===== src/rtl/evt_ctr_pkg.sv =====
package evt_ctr_pkg;

    localparam int CTL_W       = 32;
    localparam int B_IE        = 4;
    localparam int B_EVT_LO    = 5;
    localparam int EVT_SEL_W   = 10;
    localparam int B_CTX_LO    = 16;
    localparam int CTX_W       = 4;
    localparam int B_FLT_LO    = 20;
    localparam int B_THR_LO    = 22;
    localparam int THR_W       = 8;
    localparam int B_WIDE      = 30;
    localparam int B_MORE      = 31;

    // bits software may set: 0..14 and 16..29
    localparam logic [CTL_W-1:0] CTL_WR_MASK = 32'h3FFF_7FFF;

    typedef enum logic [1:0] {
        PRIV_USER  = 2'd0,
        PRIV_SUPER = 2'd1,
        PRIV_KERN  = 2'd2,
        PRIV_NONE  = 2'd3
    } priv_e;

    typedef enum logic [1:0] {
        FLT_ALL = 2'd0,
        FLT_CTX = 2'd1,
        FLT_THR = 2'd2,
        FLT_OFF = 2'd3
    } filt_e;

    function automatic logic mode_ok(input logic [CTL_W-1:0] ctl,
                                     input logic exl,
                                     input logic [1:0] priv);
        logic ok;
        if (exl) begin
            ok = ctl[0];
        end else begin
            case (priv_e'(priv))
                PRIV_USER:  ok = ctl[3];
                PRIV_SUPER: ok = ctl[2];
                PRIV_KERN:  ok = ctl[1];
                default:    ok = 1'b0;
            endcase
        end
        return ok;
    endfunction

    function automatic logic filter_ok(input logic [CTL_W-1:0] ctl,
                                       input logic [CTX_W-1:0] ctx,
                                       input logic [THR_W-1:0] thr);
        logic ok;
        case (filt_e'(ctl[B_FLT_LO +: 2]))
            FLT_ALL: ok = 1'b1;
            FLT_CTX: ok = (ctx == ctl[B_CTX_LO +: CTX_W]);
            FLT_THR: ok = (thr == ctl[B_THR_LO +: THR_W]);
            default: ok = 1'b0;
        endcase
        return ok;
    endfunction

endpackage


===== src/rtl/evt_ctr_remap.sv =====
module evt_ctr_remap #(
    parameter int NUM_CTR = 4,
    localparam int IW     = $clog2(NUM_CTR),
    localparam int HALF   = NUM_CTR / 2
) (
    input  logic          thread_i,
    input  logic [IW-1:0] idx_i,
    output logic [IW-1:0] phys_o
);
    always_comb begin
        // modulo by truncation to IW bits
        phys_o = thread_i ? IW'(idx_i + IW'(HALF)) : idx_i;
    end
endmodule


===== src/rtl/evt_ctr_slice.sv =====
module evt_ctr_slice
    import evt_ctr_pkg::*;
#(
    parameter int CNT_W   = 32,
    parameter int NUM_EVT = 16
) (
    input  logic               clk,
    input  logic               rst_n,
    input  logic               exl_i,
    input  logic [1:0]         priv_i,
    input  logic [CTX_W-1:0]   ctx_id_i,
    input  logic [THR_W-1:0]   thr_id_i,
    input  logic [NUM_EVT-1:0] ev_pulse_i,
    input  logic               wr_ctl_i,
    input  logic               wr_cnt_i,
    input  logic [CNT_W-1:0]   wdata_i,
    output logic [CNT_W-1:0]   cnt_o,
    output logic [CTL_W-1:0]   ctl_o,
    output logic               ovf_irq_o
);
    typedef struct packed {
        logic [CNT_W-1:0] cnt;
        logic [CTL_W-1:0] ctl;
    } slice_st_t;

    slice_st_t st_d, st_q;
    logic      ev_hit;
    logic      hit;

    always_comb begin
        ev_hit = 1'b0;
        for (int k = 0; k < NUM_EVT; k++) begin
            if (st_q.ctl[B_EVT_LO +: EVT_SEL_W] == EVT_SEL_W'(k))
                ev_hit = ev_pulse_i[k];
        end
        hit = ev_hit
            & mode_ok(st_q.ctl, exl_i, priv_i)
            & filter_ok(st_q.ctl, ctx_id_i, thr_id_i);

        st_d = st_q;
        if (wr_cnt_i)
            st_d.cnt = wdata_i;
        else if (hit)
            st_d.cnt = st_q.cnt + CNT_W'(1);
        if (wr_ctl_i)
            st_d.ctl = wdata_i[CTL_W-1:0] & CTL_WR_MASK;
    end

    always_ff @(posedge clk or negedge rst_n) begin
        if (!rst_n) st_q <= '0;
        else        st_q <= st_d;
    end

    assign cnt_o     = st_q.cnt;
    assign ctl_o     = st_q.ctl;
    assign ovf_irq_o = st_q.cnt[CNT_W-1] & st_q.ctl[B_IE];


    cnt_wr_chk: assert property (@(posedge clk) disable iff (!rst_n)
        wr_cnt_i |=> st_q.cnt == $past(wdata_i));


    cnt_inc_chk: assert property (@(posedge clk) disable iff (!rst_n)
        (!wr_cnt_i && hit) |=> st_q.cnt == CNT_W'($past(st_q.cnt) + CNT_W'(1)));


    cnt_hold_chk: assert property (@(posedge clk) disable iff (!rst_n)
        (!wr_cnt_i && !hit) |=> $stable(st_q.cnt));


    ctl_rsv_chk: assert property (@(posedge clk) disable iff (!rst_n)
        (st_q.ctl[B_MORE] == 1'b0) && (st_q.ctl[B_WIDE] == 1'b0) && (st_q.ctl[15] == 1'b0));


    msb_keep_chk: assert property (@(posedge clk) disable iff (!rst_n)
        (st_q.cnt[CNT_W-1] && !wr_cnt_i && st_q.cnt != '1) |=> st_q.cnt[CNT_W-1]);
endmodule


===== src/rtl/evt_ctr_irq.sv =====
module evt_ctr_irq #(
    parameter int NUM_CTR   = 4,
    parameter int CAUSE_BIT = 26
) (
    input  logic [NUM_CTR-1:0] ovf_i,
    output logic               irq_o,
    output logic [31:0]        cause_o
);
    always_comb begin
        irq_o            = |ovf_i;
        cause_o          = '0;
        cause_o[CAUSE_BIT] = irq_o;
    end
endmodule


===== src/rtl/evt_ctr_unit.sv =====
module evt_ctr_unit
    import evt_ctr_pkg::*;
#(
    parameter int NUM_CTR = 4,
    parameter int CNT_W   = 32,
    parameter int NUM_EVT = 16
) (
    input  logic                       clk,
    input  logic                       rst_n,
    input  logic                       exl_i,
    input  logic [1:0]                 priv_i,
    input  logic [3:0]                 ctx_id_i,
    input  logic [7:0]                 thr_id_i,
    input  logic [NUM_EVT-1:0]         ev_pulse_i,
    input  logic                       reg_thread_i,
    input  logic [$clog2(NUM_CTR)-1:0] reg_idx_i,
    input  logic                       reg_is_ctl_i,
    input  logic                       reg_we_i,
    input  logic [CNT_W-1:0]           reg_wdata_i,
    output logic [CNT_W-1:0]           reg_rdata_o,
    output logic                       irq_o,
    output logic [31:0]                cause_o
);
    localparam int  IW      = $clog2(NUM_CTR);
    localparam logic IS_WIDE = (CNT_W == 64);

    logic [IW-1:0]      phys;
    logic [CNT_W-1:0]   cnt_arr [NUM_CTR];
    logic [CTL_W-1:0]   ctl_arr [NUM_CTR];
    logic [CTL_W-1:0]   ctl_view [NUM_CTR];
    logic [NUM_CTR-1:0] ovf;

    evt_ctr_remap #(.NUM_CTR(NUM_CTR)) u_remap (
        .thread_i (reg_thread_i),
        .idx_i    (reg_idx_i),
        .phys_o   (phys)
    );

    for (genvar g = 0; g < NUM_CTR; g++) begin : g_ctr
        logic sel;
        assign sel = (phys == IW'(g));

        evt_ctr_slice #(.CNT_W(CNT_W), .NUM_EVT(NUM_EVT)) u_slice (
            .clk        (clk),
            .rst_n      (rst_n),
            .exl_i      (exl_i),
            .priv_i     (priv_i),
            .ctx_id_i   (ctx_id_i),
            .thr_id_i   (thr_id_i),
            .ev_pulse_i (ev_pulse_i),
            .wr_ctl_i   (reg_we_i & reg_is_ctl_i & sel),
            .wr_cnt_i   (reg_we_i & ~reg_is_ctl_i & sel),
            .wdata_i    (reg_wdata_i),
            .cnt_o      (cnt_arr[g]),
            .ctl_o      (ctl_arr[g]),
            .ovf_irq_o  (ovf[g])
        );

        always_comb begin
            ctl_view[g]         = ctl_arr[g];
            ctl_view[g][B_WIDE] = IS_WIDE;
            ctl_view[g][B_MORE] = (g != NUM_CTR - 1);
        end
    end

    always_comb begin
        if (reg_is_ctl_i) reg_rdata_o = CNT_W'(ctl_view[phys]);
        else              reg_rdata_o = cnt_arr[phys];
    end

    evt_ctr_irq #(.NUM_CTR(NUM_CTR), .CAUSE_BIT(26)) u_irq (
        .ovf_i   (ovf),
        .irq_o   (irq_o),
        .cause_o (cause_o)
    );


    irq_src_chk: assert property (@(posedge clk) disable iff (!rst_n)
        irq_o |-> (ovf != '0) && $onehot0(cause_o));
endmodule


===== config.mk =====
export PLATFORM = sky130hd
export DESIGN_NAME = evt_ctr_unit
export DESIGN_NICKNAME = d
export VERILOG_FILES = /design/src/rtl/evt_ctr_pkg.sv /design/src/rtl/evt_ctr_remap.sv /design/src/rtl/evt_ctr_slice.sv /design/src/rtl/evt_ctr_irq.sv /design/src/rtl/evt_ctr_unit.sv
export SDC_FILE = /design/constraint.sdc
export NUM_CORES = 1
export LEC_CHECK = 0
export ABC_AREA = 0
export BUFFER_PORTS_ARGS = -buffer_cell sky130_fd_sc_hd__buf_2
export CAP_MARGIN = 40
export CORE_ASPECT_RATIO = 1.25
export CORE_MARGIN = 2
export CORE_UTILIZATION = 54
export DETAILED_ROUTE_END_ITERATION = 7
export GPL_ROUTABILITY_DRIVEN = 0
export PLACE_DENSITY = 0.72
export SETUP_SLACK_MARGIN = 0.5
export SYNTH_ARGS = -nofsm -noshare
export SYNTH_HDL_FRONTEND = slang
export SYNTH_SLANG_ARGS = --single-unit

===== constraint.sdc =====
create_clock -name clk -period 3.63 [get_ports clk]
set_input_delay 0.1815 -clock clk [delete_from_list [all_inputs] [get_ports clk]]
set_output_delay 0.1815 -clock clk [all_outputs]
set_load 0.02 [all_outputs]

==> results of run 1 <==
routing by layer:
layer	wire length (um)	part of all wire, %	vias to the layer above	track usage, %
li1	-	-	5501	-
met1	17400	38	6227	38.33
met2	23040	51	564	53.37
met3	2847	6.3	131	3.362
met4	1987	4.4	0	14.10
met5	0	0	-	0
area by class of cell:
class | count | area (um2)
well taps | 350 | 437.9
clock inverters | 15 | 209.0
flip-flops and latches | 244 | 6106
repair buffers | 177 | 1256
multi-input cells | 1105 | 8643
fillers | 2238 | 10220
clock buffers | 34 | 742.0
inverters | 32 | 120.1
logic make-up (layout without fill, tap and decap cells):
group,after synthesis,count (layout)
AO/OA/AOI/OAI,199,199
XOR/XNOR,169,169
adder cells (fa/ha/maj),4,4
buffers and inverters,149,258
flip-flops,244,244
multiplexers,230,230
other,1,31
AND/OR/NAND/NOR,472,472
registers in the layout, indices dropped and copies added, names as in the netlist:
signal               count
g_ctr.u_slice.ctl_o    116
g_ctr.u_slice.cnt_o    128
path summary, 6_finish.rpt:
| kind | start | to | slack [ns] | cells after the start |
|---|---|---|---|---|
| worst max-delay path | g_ctr[3].u_slice.ctl_o[28]$_DFFE_PN0P_ | g_ctr[3].u_slice.cnt_o[18]$_DFFE_PN0P_ | 0.60 | 8 |
| worst min-delay path | reg_wdata_i[29] | g_ctr[3].u_slice.cnt_o[29]$_DFFE_PN0P_ | 0.02 | 3 |
| worst max register to register | g_ctr[3].u_slice.ctl_o[28]$_DFFE_PN0P_ | g_ctr[3].u_slice.cnt_o[18]$_DFFE_PN0P_ | 0.60 | 8 |
| worst min register to register | g_ctr[3].u_slice.ctl_o[1]$_DFFE_PN0P_ | g_ctr[3].u_slice.ctl_o[1]$_DFFE_PN0P_ | 0.53 | 1 |
| max in group asynchronous | rst_n | g_ctr[2].u_slice.cnt_o[7]$_DFFE_PN0P_ | 2.44 | 3 |
| min in group asynchronous | rst_n | g_ctr[0].u_slice.ctl_o[19]$_DFFE_PN0P_ | 0.27 | 2 |
critical path: stages, from the launching register on:
cell      delay [ns]
dfrtp_1         0.39
xor2_1          0.19
nor4_2          0.42
a21boi_0        0.23
or4_1           0.66
or4_1           0.59
nor2_1          0.18
xnor2_1         0.15
o21ai_1         0.08
cell usage after synthesis, drive strengths merged, types with 2 or more instances:
cell type | n | area share (%)
a211oi | 4 | 0.23
a21boi | 2 | 0.098
a21oi | 40 | 1.3
a221oi | 3 | 0.17
a22oi | 3 | 0.15
a31oi | 4 | 0.16
a32oi | 2 | 0.11
and2 | 8 | 0.33
and3 | 32 | 1.3
and4 | 8 | 0.46
buf | 50 | 2.3
clkbuf | 67 | 1.6
dfrtp | 244 | 40
ha | 4 | 0.33
inv | 32 | 0.79
mux2 | 151 | 11
mux2i | 13 | 0.85
mux4 | 66 | 9.7
nand2 | 140 | 3.4
nand2b | 10 | 0.41
nand3 | 65 | 2.2
nand4 | 44 | 2.0
nor2 | 79 | 1.9
nor2b | 6 | 0.25
nor3 | 28 | 0.95
nor3b | 5 | 0.28
nor4 | 28 | 1.3
o2111ai | 3 | 0.17
o21a | 4 | 0.20
o21ai | 106 | 3.5
o221ai | 4 | 0.23
o22a | 2 | 0.11
o22ai | 4 | 0.16
o311ai | 4 | 0.34
o31a | 2 | 0.11
o31ai | 2 | 0.098
o41ai | 2 | 0.11
or2 | 2 | 0.082
or3 | 5 | 0.20
or4 | 6 | 0.32
xnor2 | 78 | 4.5
xor2 | 91 | 5.2
per-stage QoR:
| step | setup slack [ns] | cell area (um2) |
|---|---|---|
| after floorplan | 1.034 | 15410 |
| after detailed placement | 0.5269 | 16220 |
| after global routing | 0.5400 | 17510 |
| final | 0.6019 | 17510 |
| after CTS | 0.5191 | 17490 |
| after global placement | 0.5727 | 16110 |
power by group:
group	total, mW	switching (mW)	leakage, nW	internal [mW]
Sequential	4.36	0.924	2.95	3.43
Clock	2.94	1.15	0.467	1.80
Combinational	2.86	1.38	3.65	1.48
timing repair:
action	4_1_cts	5_1_grt
endpoints found under the setup margin	0	11
resized for setup	0	3
setup buffers	0	2
hold buffers	32	0
hold endpoints to repair	181	0
==> out/qor.csv, run 1 <==
stage;metric;value;unit
layout;final_cell_mix;244 x dfrtp_1, 151 x mux2_2, 140 x nand2_1, 101 x buf_2, 90 x xor2_1;
placed_design;place_hpwl;32090;um
job;cap_violations;0;
grt;grt_max_degree;95;
clocking;clockRootBuffer;clkbuf_16;
timing;worst_pin_slew;0.8683;ns
route;avgRoutedWirePerCell;23.14;um
yosys;synth_fa_ha_area_share;0.3273;%
route;drc;0;
timing;relSlewSlack;41.97;%
route;antenna_left;0;
route;routed_wl;45280;um
hold_path;min_path_type;input port to flop;
timing;hold_ws;0.01604;ns
layout;final_common_cell;dfrtp_1;
yosys;synth_top_family_by_area;multiplexers;
yosys;synth.area.mux_share;21.69;%
timing;setup-tns-final;0;ns
yosys;ys_seq_elements;244;
yosys;ys_warn_count;0;
setup_path;worst_ep_required_time;4.02;ns
route;first_pass_iters;5;
die;coreArea;27740;um2
placed_design;numPortBuffers;103;
grt;grt_pass1_wl;70460;um
die;chipHeight;192.2;um
yosys;synth-compound-area-share;7.740;%
layout;n_antenna_cell;0;
clocking;clock_path_buffers;3;
die;io_pins;135;
clocking;cts_made_buffers;27;
clocking;htreeDepth;1;
yosys;ys_seq_area_share;39.92;%
grt;grt_overflow;0;
layout;fin_nets;1661;
grt;grt_usage;30.55;%
timing;setup_viol;0;
timing;finalMaxSlewViolations;0;
yosys;syn_area;15290;um2
die;placementRows;68;
power_and_ir_drop;p_per_area;579.9;nW/um2
yosys;async_flop_share;100.0;%
clocking;clk_latency;0.54;ns
setup_path;cp-start-kind;flop;
placed_design;dp.cells;1874;
layout;final_layout_size_suffix_gt1_share;27.19;%
power_and_ir_drop;leakagePower;7.068;nW
layout;syn2layout_area_growth;14.52;%
route;vias;12420;
setup_path;worst_ep_arrival_time;3.42;ns
clocking;clk_pin_slew;0.06;ns
yosys;yosys.area_share.simple;15.84;%
setup_path;path_class;flop to flop;
yosys;synth-xor-area-share;9.678;%
die;fp.dieArea;29690;um2
layout;utilization;63.15;%
power_and_ir_drop;total_power;10.16;mW
grt;antenna_found_initial;0;
run_status;status;complete, no violations;
timing;fmax;330.2;MHz
timing;period_share;83.42;%
setup_path;crit_fanout;4;
yosys;yosys_most_used_dff;dfrtp_1;
timing;rsz0062_at_grt;no;
route;drtIter0Drc;1069;
yosys;synth_cell_types;71;
die;start_util;55.14;%
timing;post-route-min-period;3.028;ns
clocking;cts_tree;done;
die;die_w;154.5;um
timing;clock_skew;0.02213;ns
yosys;syn_inst;1468;
yosys;synth_area_per_cell;10.42;um2
setup_path;crit_path_end_kind;flop;
timing;timing_hold_violations_final;0;
route;viasPerCell;6.348;
grt;first_global_vias;12490;
layout;final_cells;1957;
yosys;synth-edff-count;0;
clocking;cts_sinks;244;
power_and_ir_drop;power.ir.vdd_worst;0.0004711;V
(Power assumes the default switching activity.)
==> inputs of run 2 (changes only) <==
Settings changed: PLACE_DENSITY 0.72 to 0.75.
Clock period 3.63 ns to 2.75 ns, I/O delays scaled along.
==> run 2 against run 1 <==
  * The flow now finishes with violations (setup timing)
  * Core utilization grew 9.6 points
  * Critical path depth grew 3
  * Register-to-register slack lost 0.74 ns
  * Worst hold slack gained 0.16 ns
  * Clock power grew 28%
  * Flip-flop and latch count is the same
  * Final cell count grew 5.6%
  * Sequential power grew 34%
  * Wire length grew 25%
  * Design area grew 15%
  * Maximum frequency grew 4.7%
  * Count of clock-buffer cells in the layout grew 9
  * Critical endpoint is now g_ctr[2].u_slice.cnt_o[11]$_DFFE_PN0P_
==> out/qor.csv, run 2 (synthesis gave the netlist of run 1 again) <==
stage;metric;value;unit;change
run_status;status;finished with violations;;
run_status;violations;setup timing;;
power_and_ir_drop;seq_power_share;40.6;%;-2.3 points
layout;final_layout_size_suffix_gt1_share;40.71;%;+14 points
power_and_ir_drop;total_power;14.45;mW;+42%
timing;clock_skew;0.02073;ns;-0.001403 ns
grt;grt_usage;35.48;%;+4.9 points
power_and_ir_drop;switching_share;36.41;%;+2.5 points
layout;fill_cells;1739;;-22%
layout;fin_nets;1770;;+6.6%
timing;finalMaxSlewViolations;0;;unchanged
grt;grt_overflow;0;;unchanged
timing;setup_viol;31;;+31
layout;final_cell_mix;239 x dfrtp_1, 149 x mux2_2, 128 x nand2_1, 99 x buf_2, 91 x buf_4;;
clocking;clock_path_buffers;3;;unchanged
clocking;clk_pin_slew;0.06;ns;about the same
power_and_ir_drop;leakagePower;8.522;nW;+21%
route;drtIter0Drc;1755;;+64%
clocking;cts_made_buffers;28;;+3.7%
clocking;htreeDepth;1;;unchanged
die;die_w;154.5;um;unchanged
timing;post-route-min-period;2.891;ns;-0.1373 ns
clocking;clk_latency;0.56;ns;+0.02 ns
layout;syn2layout_area_growth;31.90;%;
power_and_ir_drop;combPwrFrac;33.3;%;+5.2 points
timing;setup-tns-final;-1.547;ns;-1.547 ns
timing;rsz0062_at_grt;yes;;
die;io_pins;135;;unchanged
route;routed_wl;56780;um;+25%
power_and_ir_drop;clock_power_share;26.1;%;-2.9 points
setup_path;worst_ep_arrival_time;3.31;ns;-0.11 ns
die;placementRows;68;;unchanged
power_and_ir_drop;p_sw;5.262;mW;+53%
setup_path;crit_path_end_kind;flop;;
timing;relSlewSlack;45.51;%;+3.5 points
placed_design;place_hpwl;33580;um;+4.7%
grt;antenna_found_initial;1;;+1
die;fp.dieArea;29690;um2;unchanged
setup_path;worst_ep_required_time;3.17;ns;-0.85 ns
power_and_ir_drop;p_int;9.189;mW;+37%
power_and_ir_drop;power.ir.vdd_worst;0.0005181;V;+10%
timing;fmax;345.9;MHz;+4.7%
setup_path;crit_fanout;6;;+2
grt;grt_pass1_wl;80390;um;+14%
power_and_ir_drop;p_per_area;716.4;nW/um2;+24%
route;vias;13990;;+13%
clocking;cts_sinks;244;;unchanged
timing;timing_hold_violations_final;0;;unchanged
die;start_util;55.14;%;unchanged
timing;hold_ws;0.1765;ns;+0.1605 ns
setup_path;path_class;flop to flop;;
grt;grt_max_degree;81;;-15%
layout;largest_reg_flops;128;;unchanged
die;coreArea;27740;um2;unchanged
timing;worst_pin_slew;0.8111;ns;-0.05723 ns
timing;period_share;105.1;%;+22 points
layout;final_common_cell;dfrtp_1;;
route;avgRoutedWirePerCell;27.47;um;+19%
hold_path;min_path_type;input port to asynchronous set/reset pin;;
die;chipHeight;192.2;um;unchanged
route;antenna_left;0;;unchanged
route;viasPerCell;6.770;;+6.7%
route;first_pass_iters;7;;+2
clocking;clockRootBuffer;clkbuf_16;;
timing;setup_ws;-0.1409;ns;-0.7427 ns
setup_path;cp-start-kind;flop;;
clocking;cts_tree;done;;
grt;first_global_vias;14080;;+13%
placed_design;numPortBuffers;103;;unchanged
layout;n_antenna_cell;0;;unchanged
job;cap_violations;0;;unchanged
route;drc;0;;unchanged
==> run 2: layout make-up <==
type / instances / area, um2 / share of cell area [%]
Timing Repair Buffer: 285 / 2526 / 12.52
Sequential cell: 244 / 6115 / 30.31
Inverter: 32 / 127.6 / 0.6327
Clock buffer: 43 / 848.3 / 4.205
Multi-Input combinational cell: 1105 / 10040 / 49.78
Clock inverter: 8 / 76.32 / 0.3784
Tap cell: 350 / 437.9 / 2.171
==> run 2: timing repair <==
item,CTS,global route
hold buffers,33,0
cloned,8,1
pin swaps,100,73
endpoints found under the setup margin,129,130
buffers inserted,25,20
gates resized for setup,221,82
hold endpoints to repair,247,0
==> run 2: path summary, 6_finish.rpt <==
path,to,cells after the start,from,slack (ns)
worst max-delay path,g_ctr[2].u_slice.cnt_o[11]$_DFFE_PN0P_,11,g_ctr[2].u_slice.ctl_o[5]$_DFFE_PN0P_,-0.14
worst min register to register,g_ctr[2].u_slice.ctl_o[1]$_DFFE_PN0P_,1,g_ctr[2].u_slice.ctl_o[1]$_DFFE_PN0P_,0.52
worst min-delay path,g_ctr[0].u_slice.cnt_o[25]$_DFFE_PN0P_,2,rst_n,0.18
worst max register to register,g_ctr[2].u_slice.cnt_o[11]$_DFFE_PN0P_,11,g_ctr[2].u_slice.ctl_o[5]$_DFFE_PN0P_,-0.14
min in group clk,g_ctr[2].u_slice.cnt_o[3]$_DFFE_PN0P_,4,reg_we_i,0.33
max in group asynchronous,g_ctr[0].u_slice.ctl_o[5]$_DFFE_PN0P_,3,rst_n,1.77
==> run 2: critical path: stages (launching register included) <==
cell and delay [ns]:
dfrtp_2 0.46, mux4_2 0.53, mux4_2 0.56, nand4_4 0.13, buf_4 0.15, nor4_4 0.04, buf_4 0.17, buf_4 0.14
buf_4 0.15, nand2_1 0.10, xor2_1 0.23, a21oi_1 0.10
==> run 2: power groups by stage <==
stage / Sequential (mW) / Combinational [mW] / Clock (mW)
after floorplan: 5.28 / 2.96 / 0
after global placement: 5.68 / 3.87 / 0
after detailed placement: 5.73 / 3.97 / 0
after CTS: 5.73 / 4.42 / 3.76
after global routing: 5.95 / 5.07 / 3.93
final: 5.86 / 4.82 / 3.77
==> run 2: metrics by stage <==
stage	utilization (%)	std cells	setup WS [ns]	cell area [um2]
global placement	61.38	1929	-0.1887	17030
detailed placement	61.38	1929	-0.2159	17030
global route	72.73	2067	-0.1709	20170
CTS	70.43	2046	-0.04374	19530
finish	72.73	2067	-0.1409	20170
floorplan	-	1498	0.1541	15790
==> run 2: layer usage <==
layer  wire (um)  track usage (%)  up-vias
met5           0                0        -
met2       26860            60.87     1086
met1       18970            41.13     6797
met4        5140            22.40        0
met3        5810            6.611      398
li1            -                -     5713
==> inputs of run 3 (changes only) <==
Settings changed: CORE_UTILIZATION 54 to 55, PLACE_DENSITY 0.75 to 0.76.
==> run 3 against run 2 <==
  * The run still ends with setup timing left
  * Via count shrank 0.87%
  * Largest power group unchanged
  * Wire length decreased by 3.6%
  * Register-to-register slack about the same
  * Core utilization is 0.18 points higher
  * Highest routed layer is now met5
  * Worst hold slack lost 0.13 ns
  * First-iteration DRC count decreased by 11%
==> out/qor.csv, run 3 (synthesis gave the netlist of run 1 again) <==
stage;metric;value;unit;change
run_status;status;finished with violations;;
run_status;violations;setup timing;;
grt;grt_overflow;0;;unchanged
clocking;cts_sinks;244;;unchanged
timing;rsz0062_at_grt;yes;;
timing;fmax;346.7;MHz;+0.22%
layout;largest_reg_flops;128;;unchanged
clocking;clockRootBuffer;clkbuf_16;;
timing;setup_ws;-0.1344;ns;+0.006464 ns
timing;period_share;104.9;%;-0.24 points
route;avgRoutedWirePerCell;26.49;um;-3.6%
timing;finalMaxSlewViolations;0;;unchanged
route;drtIter0Drc;1563;;-11%
clocking;htreeDepth;1;;unchanged
route;vias;13870;;-0.87%
route;drc;0;;unchanged
die;coreArea;27480;um2;-0.92%
placed_design;numPortBuffers;103;;unchanged
setup_path;crit_fanout;4;;-2
die;placementRows;68;;unchanged
setup_path;cp-start-kind;flop;;
timing;post-route-min-period;2.884;ns;-0.006464 ns
timing;setup_viol;33;;+6.5%
setup_path;crit_path_end_kind;flop;;
layout;final_layout_size_suffix_gt1_share;40.44;%;-0.27 points
timing;timing_hold_violations_final;0;;unchanged
timing;relSlewSlack;46.59;%;+1.1 points
layout;syn2layout_area_growth;31.01;%;
layout;n_antenna_cell;0;;unchanged
grt;grt_max_degree;67;;-17%
setup_path;worst_ep_arrival_time;3.35;ns;+0.04 ns
timing;clock_skew;0.01456;ns;-0.006167 ns
job;cap_violations;0;;unchanged
layout;fin_nets;1770;;unchanged
setup_path;ff2ff_path_depth;14;;+3
route;first_pass_iters;7;;unchanged
layout;final_common_cell;dfrtp_1;;
die;fp.dieArea;29160;um2;-1.8%
hold_path;holdPathStages;3;;
placed_design;place_hpwl;34270;um;+2.0%
clocking;clk_latency;0.55;ns;about the same
die;die_w;153.1;um;-0.89%
hold_path;min_path_type;input port to flop;;
power_and_ir_drop;power.ir.vdd_worst;0.0006048;V;+17%
timing;worst_pin_slew;0.7969;ns;-0.01419 ns
clocking;clk_pin_slew;0.07;ns;about the same
route;viasPerCell;6.714;;-0.82%
route;routed_wl;54730;um;-3.6%
die;io_pins;135;;unchanged
die;start_util;55.65;%;+0.51 points
clocking;clock_path_buffers;3;;unchanged
layout;final_cell_mix;240 x dfrtp_1, 150 x mux2_2, 128 x nand2_1, 100 x buf_2, 96 x buf_4;;
power_and_ir_drop;p_per_area;712.3;nW/um2;-0.57%
setup_path;path_class;flop to flop;;
clocking;cts_tree;done;;
die;chipHeight;190.4;um;-0.90%
grt;antenna_found_initial;1;;unchanged
clocking;cts_made_buffers;27;;-3.6%
grt;first_global_vias;14250;;+1.3%
grt;grt_pass1_wl;81430;um;+1.3%
route;antenna_left;0;;unchanged
timing;hold_ws;0.04993;ns;-0.1266 ns
grt;grt_usage;36.21;%;+0.73 points
setup_path;worst_ep_required_time;3.21;ns;+0.04 ns
power_and_ir_drop;leakagePower;8.461;nW;-0.71%
layout;utilization;72.91;%;+0.18 points
run 3: changes by cell type in the layout (fill, tap and decap cells not counted), moves of 5 or more:
cell / previous run / this run
o21ai_0: 22 / 17
buf_4: 91 / 96
xnor2_1: 58 / 63
xnor2_2: 19 / 13
clkbuf_1: 7 / 2
run 3: critical path, cell delays in order, from the launching register on:
cell      delay, ns
dfrtp_1        0.39
nor4_2         0.33
buf_4          0.17
o211ai_1       0.16
a211oi_2       0.19
buf_4          0.16
nand4_4        0.09
buf_4          0.18
nor4_4         0.14
buf_4          0.20
buf_4          0.12
buf_6          0.11
nand4_1        0.14
xor2_1         0.20
a21oi_1        0.20
run 3: path summary, 6_finish.rpt:
kind | end | from | slack [ns]
setup / recovery | g_ctr[2].u_slice.cnt_o[15]$_DFFE_PN0P_ | g_ctr[2].u_slice.ctl_o[14]$_DFFE_PN0P_ | -0.13
hold / removal | g_ctr[1].u_slice.ctl_o[4]$_DFFE_PN0P_ | reg_we_i | 0.05
setup reg to reg | g_ctr[2].u_slice.cnt_o[15]$_DFFE_PN0P_ | g_ctr[2].u_slice.ctl_o[14]$_DFFE_PN0P_ | -0.13
hold reg to reg | g_ctr[0].u_slice.ctl_o[21]$_DFFE_PN0P_ | g_ctr[0].u_slice.ctl_o[21]$_DFFE_PN0P_ | 0.53
max in group asynchronous | g_ctr[1].u_slice.ctl_o[1]$_DFFE_PN0P_ | rst_n | 1.68
min in group asynchronous | g_ctr[0].u_slice.ctl_o[10]$_DFFE_PN0P_ | rst_n | 0.14
run 3: layout make-up:
type | instances | area (um2)
Multi-Input combinational cell | 1105 | 9966
Fill cell | 1731 | 7446
Sequential cell | 244 | 6111
Timing Repair Buffer | 286 | 2505
Clock buffer | 36 | 779.5
Tap cell | 350 | 437.9
Inverter | 32 | 122.6
Clock inverter | 13 | 113.9
run 3: through the flow:
step	std cells	total power, mW	TNS (ns)	cell area (um2)	setup slack [ns]
after CTS	2050	13.82	-0.3326	19510	-0.05469
after global placement	1935	9.557	-3.196	17020	-0.1507
final	2066	14.27	-1.872	20040	-0.1344
after floorplan	1498	8.242	0	15790	0.1541
after global routing	2066	14.77	-6.113	20040	-0.2172
after detailed placement	1935	9.737	-6.694	17020	-0.2177
run 3: report_power, final:
part / switching [mW] / internal, mW
Combinational: 2.29 / 2.43
Sequential: 1.35 / 4.53
Clock: 1.57 / 2.09
Total: 5.22 / 9.05
run 3: repair_timing:
action                                  CTS  global route
hold buffers                             33             0
pin swaps                                90            79
setup buffers                            24            14
endpoints found under the setup margin  130           129
endpoints found under the hold margin   219             0
cloned                                    9             1
gates resized for setup                 222            76
run 3: routing by layer:
| metal | up-vias | GRT usage (%) | share of wire (%) | wire, um |
|---|---|---|---|---|
| li1 | 5726 | - | - | - |
| met1 | 6694 | 42.30 | 33 | 17830 |
| met2 | 1062 | 60.51 | 47 | 25680 |
| met3 | 388 | 5.909 | 11 | 5853 |
| met4 | 2 | 26.57 | 9.8 | 5350 |
| met5 | - | 0 | 0.024 | 13 |
